==> src/rtl/pms_pkg.sv <==
package pms_pkg;

   localparam int unsigned PMS_DW = 16;

   localparam logic [4:0] RA_CTRL    = 5'd0;
   localparam logic [4:0] RA_STATUS  = 5'd1;
   localparam logic [4:0] RA_ID_REV  = 5'd3;
   localparam logic [4:0] RA_MODE    = 5'd16;
   localparam logic [4:0] RA_VSTAT   = 5'd17;
   localparam logic [4:0] RA_BASE    = 5'd24;
   localparam logic [4:0] RA_TUNE    = 5'd25;
   localparam logic [4:0] RA_VENDOR  = 5'd31;

   localparam logic [15:0] LINK_MASK   = 16'h0024;
   localparam logic [15:0] DUPLEX_MASK = 16'hA000;
   localparam logic [15:0] FAMILY_MASK = 16'hFFF0;
   localparam logic [15:0] FAMILY_ID   = 16'hB900;
   localparam logic [15:0] REV_FIRST   = 16'hB901;
   localparam logic [15:0] VENDOR_SIG  = 16'h4404;

   typedef enum logic [1:0] {PH_IDLE, PH_ISSUE, PH_WAIT} phase_e;

   typedef enum logic [3:0] {
      ST_CLR0, ST_LINK, ST_DUPLEX, ST_ID3, ST_ID31,
      ST_W16, ST_RD24, ST_RD25, ST_W25
   } step_e;

   function automatic logic [4:0] step_addr(step_e s);
      case (s)
         ST_CLR0:   step_addr = RA_CTRL;
         ST_LINK:   step_addr = RA_STATUS;
         ST_DUPLEX: step_addr = RA_VSTAT;
         ST_ID3:    step_addr = RA_ID_REV;
         ST_ID31:   step_addr = RA_VENDOR;
         ST_W16:    step_addr = RA_MODE;
         ST_RD24:   step_addr = RA_BASE;
         default:   step_addr = RA_TUNE;
      endcase
   endfunction

   function automatic logic step_writes(step_e s);
      step_writes = (s == ST_CLR0) || (s == ST_W16) || (s == ST_W25);
   endfunction

endpackage

==> src/rtl/pms_link_timer.sv <==
module pms_link_timer #(
   parameter int unsigned LIMIT = 50_000_000
) (
   input  logic clk,
   input  logic rst_n,
   input  logic clear,
   output logic expired
);
   localparam int unsigned CW = (LIMIT < 2) ? 1 : $clog2(LIMIT + 1);

   if (LIMIT == 0) begin : g_bad_limit
      $error("pms_link_timer: LIMIT must be at least 1");
   end

   if (LIMIT < 2) begin : g_single
      logic hit_q;
      always_ff @(posedge clk or negedge rst_n) begin
         if (!rst_n)     hit_q <= 1'b0;
         else if (clear) hit_q <= 1'b0;
         else            hit_q <= 1'b1;
      end
      assign expired = hit_q;
   end else begin : g_count
      localparam logic [CW-1:0] LIM = CW'(LIMIT);
      logic [CW-1:0] cnt_q;
      always_ff @(posedge clk or negedge rst_n) begin
         if (!rst_n)             cnt_q <= '0;
         else if (clear)         cnt_q <= '0;
         else if (cnt_q != LIM)  cnt_q <= cnt_q + 1'b1;
      end
      assign expired = (cnt_q == LIM);

      a_r3_timer_saturates: assert property (@(posedge clk) disable iff (!rst_n)
         (expired && !clear) |=> expired);
   end

endmodule

==> src/rtl/pms_patch_calc.sv <==
module pms_patch_calc #(
   parameter int unsigned DATA_W = 16
) (
   input  logic [DATA_W-1:0] id_rev,
   input  logic              vendor_hit,
   input  logic [DATA_W-1:0] src,
   output logic [DATA_W-1:0] mode_val,
   output logic [DATA_W-1:0] tune_val
);
   import pms_pkg::*;

   if (DATA_W != PMS_DW) begin : g_bad_width
      $error("pms_patch_calc: DATA_W must be 16");
   end

   logic [DATA_W-1:0] low_sum;

   always_comb begin
      low_sum  = (src + DATA_W'(3)) & DATA_W'(16'h00FF);
      mode_val = (vendor_hit && (id_rev != REV_FIRST)) ? DATA_W'(16'h1005)
                                                        : DATA_W'(16'h0005);
      tune_val = vendor_hit ? (low_sum | DATA_W'(16'hF000))
                            : ((src & DATA_W'(16'hFF00)) + DATA_W'(2));
   end

endmodule

==> src/rtl/pms_mdio_port.sv <==
module pms_mdio_port #(
   parameter int unsigned REG_AW = 5,
   parameter int unsigned DATA_W = 16
) (
   input  logic              clk,
   input  logic              rst_n,
   input  logic              issue,
   input  logic              wr,
   input  logic [REG_AW-1:0] addr,
   input  logic [DATA_W-1:0] wdata,
   input  logic              rsp_valid,
   output logic              req_valid,
   output logic              req_write,
   output logic [REG_AW-1:0] req_reg,
   output logic [DATA_W-1:0] req_wdata,
   output logic              pending
);
   if (REG_AW < 5) begin : g_bad_aw
      $error("pms_mdio_port: REG_AW must cover 32 registers");
   end

   always_ff @(posedge clk or negedge rst_n) begin
      if (!rst_n) begin
         req_valid <= 1'b0;
         req_write <= 1'b0;
         req_reg   <= '0;
         req_wdata <= '0;
         pending   <= 1'b0;
      end else begin
         req_valid <= issue;
         if (issue) begin
            req_write <= wr;
            req_reg   <= addr;
            req_wdata <= wdata;
            pending   <= 1'b1;
         end else if (rsp_valid) begin
            pending   <= 1'b0;
         end
      end
   end

   a_r8_single_outstanding: assert property (@(posedge clk) disable iff (!rst_n)
      (pending && !rsp_valid) |-> !issue);
   a_r8_strobe_one_cycle: assert property (@(posedge clk) disable iff (!rst_n)
      req_valid |=> !req_valid);

endmodule

==> src/rtl/phy_media_seq.sv <==
module phy_media_seq #(
   parameter int unsigned REG_AW           = 5,
   parameter int unsigned DATA_W           = 16,
   parameter int unsigned LINK_TIMEOUT_CYC = 50_000_000
) (
   input  logic              clk,
   input  logic              rst_n,
   input  logic              start_i,
   input  logic              simple_mode_i,
   output logic              req_valid_o,
   output logic              req_write_o,
   output logic [REG_AW-1:0] req_reg_o,
   output logic [DATA_W-1:0] req_wdata_o,
   input  logic              rsp_valid_i,
   input  logic [DATA_W-1:0] rsp_rdata_i,
   output logic              full_duplex_o,
   output logic              alt_mode_o,
   output logic              done_o
);
   import pms_pkg::*;

   if (DATA_W != PMS_DW) begin : g_bad_width
      $error("phy_media_seq: DATA_W must be 16");
   end

   phase_e            phase_q;
   step_e             step_q;
   logic [DATA_W-1:0] id_q;
   logic [DATA_W-1:0] src_q;
   logic              vend_q;
   logic              fd_q;
   logic              alt_q;
   logic              done_q;
   logic              short_q;

   logic              pending;
   logic              issue;
   logic              expired;
   logic [DATA_W-1:0] mode_val;
   logic [DATA_W-1:0] tune_val;
   logic [DATA_W-1:0] wdata;
   logic              link_up;
   logic              family_hit;

   assign issue      = (phase_q == PH_ISSUE) && !pending && !start_i;
   assign link_up    = (rsp_rdata_i & LINK_MASK) == LINK_MASK;
   assign family_hit = (rsp_rdata_i & FAMILY_MASK) == FAMILY_ID;

   always_comb begin
      case (step_q)
         ST_W16:  wdata = mode_val;
         ST_W25:  wdata = tune_val;
         default: wdata = '0;
      endcase
   end

   pms_link_timer #(.LIMIT(LINK_TIMEOUT_CYC)) u_timer (
      .clk     (clk),
      .rst_n   (rst_n),
      .clear   (start_i),
      .expired (expired)
   );

   pms_patch_calc #(.DATA_W(DATA_W)) u_patch (
      .id_rev     (id_q),
      .vendor_hit (vend_q),
      .src        (src_q),
      .mode_val   (mode_val),
      .tune_val   (tune_val)
   );

   pms_mdio_port #(.REG_AW(REG_AW), .DATA_W(DATA_W)) u_port (
      .clk       (clk),
      .rst_n     (rst_n),
      .issue     (issue),
      .wr        (step_writes(step_q)),
      .addr      (REG_AW'(step_addr(step_q))),
      .wdata     (wdata),
      .rsp_valid (rsp_valid_i),
      .req_valid (req_valid_o),
      .req_write (req_write_o),
      .req_reg   (req_reg_o),
      .req_wdata (req_wdata_o),
      .pending   (pending)
   );

   always_ff @(posedge clk or negedge rst_n) begin
      if (!rst_n) begin
         phase_q <= PH_IDLE;
         step_q  <= ST_CLR0;
         id_q    <= '0;
         src_q   <= '0;
         vend_q  <= 1'b0;
         fd_q    <= 1'b0;
         alt_q   <= 1'b0;
         done_q  <= 1'b0;
         short_q <= 1'b0;
      end else begin
         done_q <= 1'b0;
         if (start_i) begin
            fd_q    <= 1'b0;
            alt_q   <= 1'b0;
            short_q <= simple_mode_i;
            step_q  <= simple_mode_i ? ST_CLR0 : ST_LINK;
            phase_q <= PH_ISSUE;
         end else begin
            case (phase_q)
               PH_ISSUE: if (issue) phase_q <= PH_WAIT;
               PH_WAIT: if (rsp_valid_i) begin
                  phase_q <= PH_ISSUE;
                  case (step_q)
                     ST_CLR0: begin
                        done_q <= 1'b1; phase_q <= PH_IDLE;
                     end
                     ST_LINK: begin
                        if (link_up) step_q <= ST_DUPLEX;
                        else if (expired) begin
                           alt_q  <= 1'b1;
                           step_q <= ST_ID3;
                        end
                     end
                     ST_DUPLEX: begin
                        fd_q   <= |(rsp_rdata_i & DUPLEX_MASK);
                        done_q <= 1'b1; phase_q <= PH_IDLE;
                     end
                     ST_ID3: begin
                        if (family_hit) begin
                           id_q   <= rsp_rdata_i;
                           step_q <= ST_ID31;
                        end else begin
                           done_q <= 1'b1; phase_q <= PH_IDLE;
                        end
                     end
                     ST_ID31: begin
                        vend_q <= (rsp_rdata_i == VENDOR_SIG);
                        step_q <= ST_W16;
                     end
                     ST_W16:  step_q <= vend_q ? ST_RD24 : ST_RD25;
                     ST_RD24, ST_RD25: begin
                        src_q  <= rsp_rdata_i;
                        step_q <= ST_W25;
                     end
                     default: begin
                        done_q <= 1'b1; phase_q <= PH_IDLE;
                     end
                  endcase
               end
               default: ;
            endcase
         end
      end
   end

   assign full_duplex_o = fd_q;
   assign alt_mode_o    = alt_q;
   assign done_o        = done_q;

   a_r9_done_single: assert property (@(posedge clk) disable iff (!rst_n)
      done_o |=> !done_o);
   a_r3_flags_exclusive: assert property (@(posedge clk) disable iff (!rst_n)
      !(full_duplex_o && alt_mode_o));
   a_r1_short_clear: assert property (@(posedge clk) disable iff (!rst_n)
      (done_o && short_q) |-> (!full_duplex_o && !alt_mode_o));
   a_r3_alt_after_timeout: assert property (@(posedge clk) disable iff (!rst_n)
      $rose(alt_mode_o) |-> expired);
   a_r9_flags_hold: assert property (@(posedge clk) disable iff (!rst_n)
      ((phase_q == PH_IDLE) && !start_i) |=> ($stable(full_duplex_o) && $stable(alt_mode_o)));

endmodule

==> config.mk <==
export PLATFORM = sky130hd
export DESIGN_NAME = phy_media_seq
export DESIGN_NICKNAME = d
export VERILOG_FILES = /design/src/rtl/pms_pkg.sv /design/src/rtl/pms_link_timer.sv /design/src/rtl/pms_patch_calc.sv /design/src/rtl/pms_mdio_port.sv /design/src/rtl/phy_media_seq.sv
export SDC_FILE = /design/constraint.sdc
export NUM_CORES = 1
export LEC_CHECK = 0
export BUFFER_PORTS_ARGS = -buffer_cell sky130_fd_sc_hd__clkbuf_2
export CORE_UTILIZATION = 40
export DETAILED_ROUTE_END_ITERATION = 6
export GPL_TIMING_DRIVEN = 1
export PLACE_DENSITY = 0.56
export SLEW_MARGIN = 40
export SYNTH_ARGS = -nofsm -noshare
export SYNTH_HDL_FRONTEND = slang
export SYNTH_SLANG_ARGS = --single-unit
==> constraint.sdc <==
create_clock -name clk -period 2.2 [get_ports clk]
set_clock_uncertainty 0.05 [all_clocks]
set_input_delay 0.11 -clock clk [delete_from_list [all_inputs] [get_ports clk]]
set_output_delay 0.11 -clock clk [all_outputs]
set_load 0.02 [all_outputs]
==> out/results.txt <==
The flow ran to the end, and the final reports show no timing, DRC or antenna violations. Global routing used 18.3% of the available tracks across all layers. Entering global routing, the biggest net connects 48 pins. The run gives 0 as the count of final hold-check violations. The critical path is of the primary input to flip-flop type. The async set-reset flop share out of synthesis came out at 100%. The run gives 6.29 mm as the post-detailed-placement half-perimeter wirelength. The number of nets in the finished design is 507, and the number of synthesized flops with an enable pin is 0. The run gives 0 as the initial antenna violation count. The worst register-to-register path begins at step_q[1]. The most critical setup path has its endpoint at id_q[2]. After detailed routing, the number of vias per cell comes to 5.03. The power density over the cells is 668 nW/um2. Yosys printed 0 warnings. After clock tree synthesis, the clock-pin slew on the worst setup and hold paths is 0.09 ns. Across the whole layout, storage elements account for 2300 um2.

The later-pin clock latency in the skew report is 0.36 ns, and the switching share of total power is 27.0%. Routability-driven placement finished with a final weighted congestion of 0.799. Wires add up to 8.93 mm. The initial utilization of the core area, before any placement, comes to 41.6%. The shortest period the worst path allows is 1.96 ns, and the maximum cell stage delay along the critical path is 0.53 ns. The final route contains 3136 vias. The tightest min-delay check is of the primary input to asynchronous set/reset pin type.

At the pin with the least slew margin, the transition time is 0.613 ns. The first-pass detailed-route iteration total is 5, and the remaining antenna violation count is 0. Data on the critical path is required at its endpoint by 2.39 ns. Cell family contributing the most delay on the critical path: simple AND/OR/NAND/NOR gates. In this run the deepest clock path goes through 2 buffers.

Buffers inserted during clock tree synthesis total 9. TritonCTS built the clock tree. The worst register-to-register path has a setup slack of 0.33 ns. For the count of final max-slew check failures, the log shows 0. For the number of H-tree levels, the log shows 3. Counting flops and latches in the post-synthesis netlist gives 92. For the number of sinks driven by the clock tree, the log shows 92. The tools report the area of the multi-input gates as 1890 um2.

For the antenna diode count, the log shows 0. The cell area after synthesis was 4310 um2. For the switching power, the log shows 0.000927 W. The category of the worst setup path launch point is a primary input. The final critical-path share of the clock period works out to 89.2%. The first-pass GRT wire length is 16.0 mm, and the total internal power is 0.00251 W. The worst setup path is captured at a flip-flop. Yosys instantiated no cell more often than sky130_fd_sc_hd__dfrtp_1.

The relative slew slack came out at 59.2%. The largest voltage drop on the vdd net is 0.371 mV, and the via count of the first global-routing pass is 3211. For the proportion of power drawn by combinational gates, the log shows 13.6%.

Synthesis produced a netlist whose cell count is 408. The die is 106 um tall. The critical path crosses 6 cells after its start point. The post-layout worst setup margin is 0.237 ns.

The area share of the largest cell type after synthesis was 53.4%; the number of buffer cells added on primary ports was 46. Max-cap violations in this run came to 0. The worst reg2reg path depth works out to 4. The root buffer cell was sky130_fd_sc_hd__clkbuf_8. The first routing iteration left 95 violations. The biggest fanout along the worst timing path works out to 16. Among all flip-flop cells after synthesis, the most frequent one is sky130_fd_sc_hd__dfrtp_1. For the endpoint arrival time on the critical path, the log shows 2.15 ns. Of the total power, registers draw 52.9%. Standard cell with the maximum stage delay on the critical path: sky130_fd_sc_hd__dlygate4sd3_1. Walking the worst path, the cells encountered are dlygate4sd3_1 > clkbuf_2 > or4_1 > nor2_2 > nand4_4 > mux2_2.

The worst slack at placement came out at 0.334 ns. In this run the critical register-to-register path is captured at id_q[2]. The run gives 11200 um2 as the floorplan die area. The logs give 61 for the number of library cell types mapped by synthesis and 0 for the number of remaining DRC errors.

Static timing analysis puts the maximum clock frequency at 509 MHz. Summed over all cells, the static leakage comes to 2.48 nW. The part of the power in the clock network was 33.5%.

After routing, the total negative slack on setup checks comes to 0 ns. The synthesized design spends more area on one cell type than any other, namely sky130_fd_sc_hd__dfrtp_1. Setup violations remaining at the end of the flow were counted as 0. The x dimension of the die was 106 um; the number of rows in the core area was 37. After synthesis, the most frequently instantiated cells are sky130_fd_sc_hd__dfrtp_1 (92), sky130_fd_sc_hd__nor2_1 (44), sky130_fd_sc_hd__nand2_1 (43). The setup fix buffers added after clock tree synthesis is 0. The combined buffer and inverter count along the critical path is 2, and the final global-route overflow total is 0. The most critical setup path has its startpoint at rsp_rdata_i[4].

The overall power was 0.00344 W; the fraction of final layout cells sized beyond drive strength 1 was 23.0%. The mean instance size in the synthesized netlist was 10.6 um2. The logs give 53.4% for the sequential fraction of the synthesis area and 432 for the number of nets produced by synthesis.

The core area came out at 10400 um2. The number of placed I/O pins came out at 47. Largest register by flop count: u_timer.g_count.cnt_q. Dividing the detail-routed wire length by the instance count gives 14.3 um. After synthesis, the cell types taking the most area are sky130_fd_sc_hd__dfrtp_1 (53%), sky130_fd_sc_hd__mux2_2 (4.7%), sky130_fd_sc_hd__xor2_1 (4.5%). The area growth from synthesis to layout works out to 19.6%.

Setup repair after global routing left no endpoint under its margin. The number of flip-flops under the largest register name came out at 26. The layout has 978 filler cells.
## per-layer routing
metal	vias up	global-route usage (%)	routed length, um
li1	1566	-	-
met1	1514	24.8	4270
met2	41	28.5	4250
met3	15	3.15	247
met4	0	8.33	165
met5	-	0	0
## logic make-up after synthesis
logic type      after synthesis  share of synthesized area [%]
simple gates                183                           24.1
buf+inv                      28                           2.79
flops                        92                           53.4
fa+ha+maj                     3                          0.871
xor+xnor                     31                           6.30
mux                          21                           5.40
compound gates               50                           7.14
## metrics by stage
stage                     cell area [um2]  cells  utilization (%)  hold WS [ns]
final                                5150    623             49.7         0.246
after global routing                 5150    623             49.7         0.310
after CTS                            5150    623             49.7         0.265
after detailed placement             4750    588             45.8         0.115
after global placement               4750    588             45.8         0.117
after floorplan                      4310    408                -        -0.236
## how the worst min path moves through the flow
stage	start	cells past startpoint	end	slack, ns
floorplan	rst_n	0	alt_mode_o	-0.24
global placement	rst_n	1	u_port.pending	0.12
detailed placement	rst_n	1	u_port.pending	0.11
CTS	rst_n	2	u_port.pending	0.27
global route	rst_n	2	u_port.pending	0.31
finish	rst_n	2	u_port.pending	0.25
## power groups by stage
stage	sequential [W]	combinational, W	clock [W]
floorplan	0.00190	0.000217	0
global placement	0.00185	0.000444	0
detailed placement	0.00185	0.000447	0
CTS	0.00182	0.000476	0.00120
global route	0.00183	0.000531	0.00126
finish	0.00182	0.000469	0.00115
## placed cells by master (no fill, tap or decap), types with 2 or more instances in the layout
cell type / count
sky130_fd_sc_hd__xnor2_1: 9
sky130_fd_sc_hd__nand4_1: 7
sky130_fd_sc_hd__nand2b_1: 8
sky130_fd_sc_hd__dlygate4sd3_1: 20
sky130_fd_sc_hd__buf_4: 14
sky130_fd_sc_hd__nor2_1: 44
sky130_fd_sc_hd__nor3b_1: 3
sky130_fd_sc_hd__mux2i_1: 3
sky130_fd_sc_hd__nand3_1: 23
sky130_fd_sc_hd__mux2_2: 18
sky130_fd_sc_hd__nor4_4: 2
sky130_fd_sc_hd__nand4b_1: 2
sky130_fd_sc_hd__clkbuf_2: 45
sky130_fd_sc_hd__o31ai_1: 3
sky130_fd_sc_hd__nor4b_1: 3
sky130_fd_sc_hd__o211ai_1: 2
sky130_fd_sc_hd__o21ai_0: 23
sky130_fd_sc_hd__dfrtp_1: 92
sky130_fd_sc_hd__or4_1: 2
sky130_fd_sc_hd__clkbuf_8: 11
sky130_fd_sc_hd__and3b_1: 2
sky130_fd_sc_hd__a21oi_1: 10
sky130_fd_sc_hd__nor3_1: 2
sky130_fd_sc_hd__xor2_1: 22
sky130_fd_sc_hd__nand2_1: 43
sky130_fd_sc_hd__clkinv_2: 2
sky130_fd_sc_hd__inv_1: 12
sky130_fd_sc_hd__o21a_1: 2
sky130_fd_sc_hd__nor4bb_1: 3
sky130_fd_sc_hd__nor2_2: 2
sky130_fd_sc_hd__nor4_1: 4
sky130_fd_sc_hd__a31oi_1: 3
sky130_fd_sc_hd__and2_1: 7
sky130_fd_sc_hd__ha_1: 3
sky130_fd_sc_hd__and3_1: 6
## worst reg2reg max path: cells and delay by family, from the launching register on
family,cells,cell delay (ns)
flip-flops,1,0.47
AND/OR/NAND/NOR,3,0.88
multiplexers,1,0.35
## timing repair
item,4_1_cts,5_1_grt
endpoints found under the hold margin,69,0
hold buffers,20,0
resized for setup,0,0
## cell type report
| cell class | instances | share of cell area, % |
|---|---|---|
| Clock inverter | 4 | 0.947 |
| Sequential cell | 92 | 44.7 |
| Tap cell | 136 | 3.30 |
| Inverter | 12 | 0.874 |
| Timing Repair Buffer | 80 | 10.7 |
| Clock buffer | 11 | 2.94 |
| Multi-Input combinational cell | 288 | 36.6 |
(Power assumes the default switching activity.)
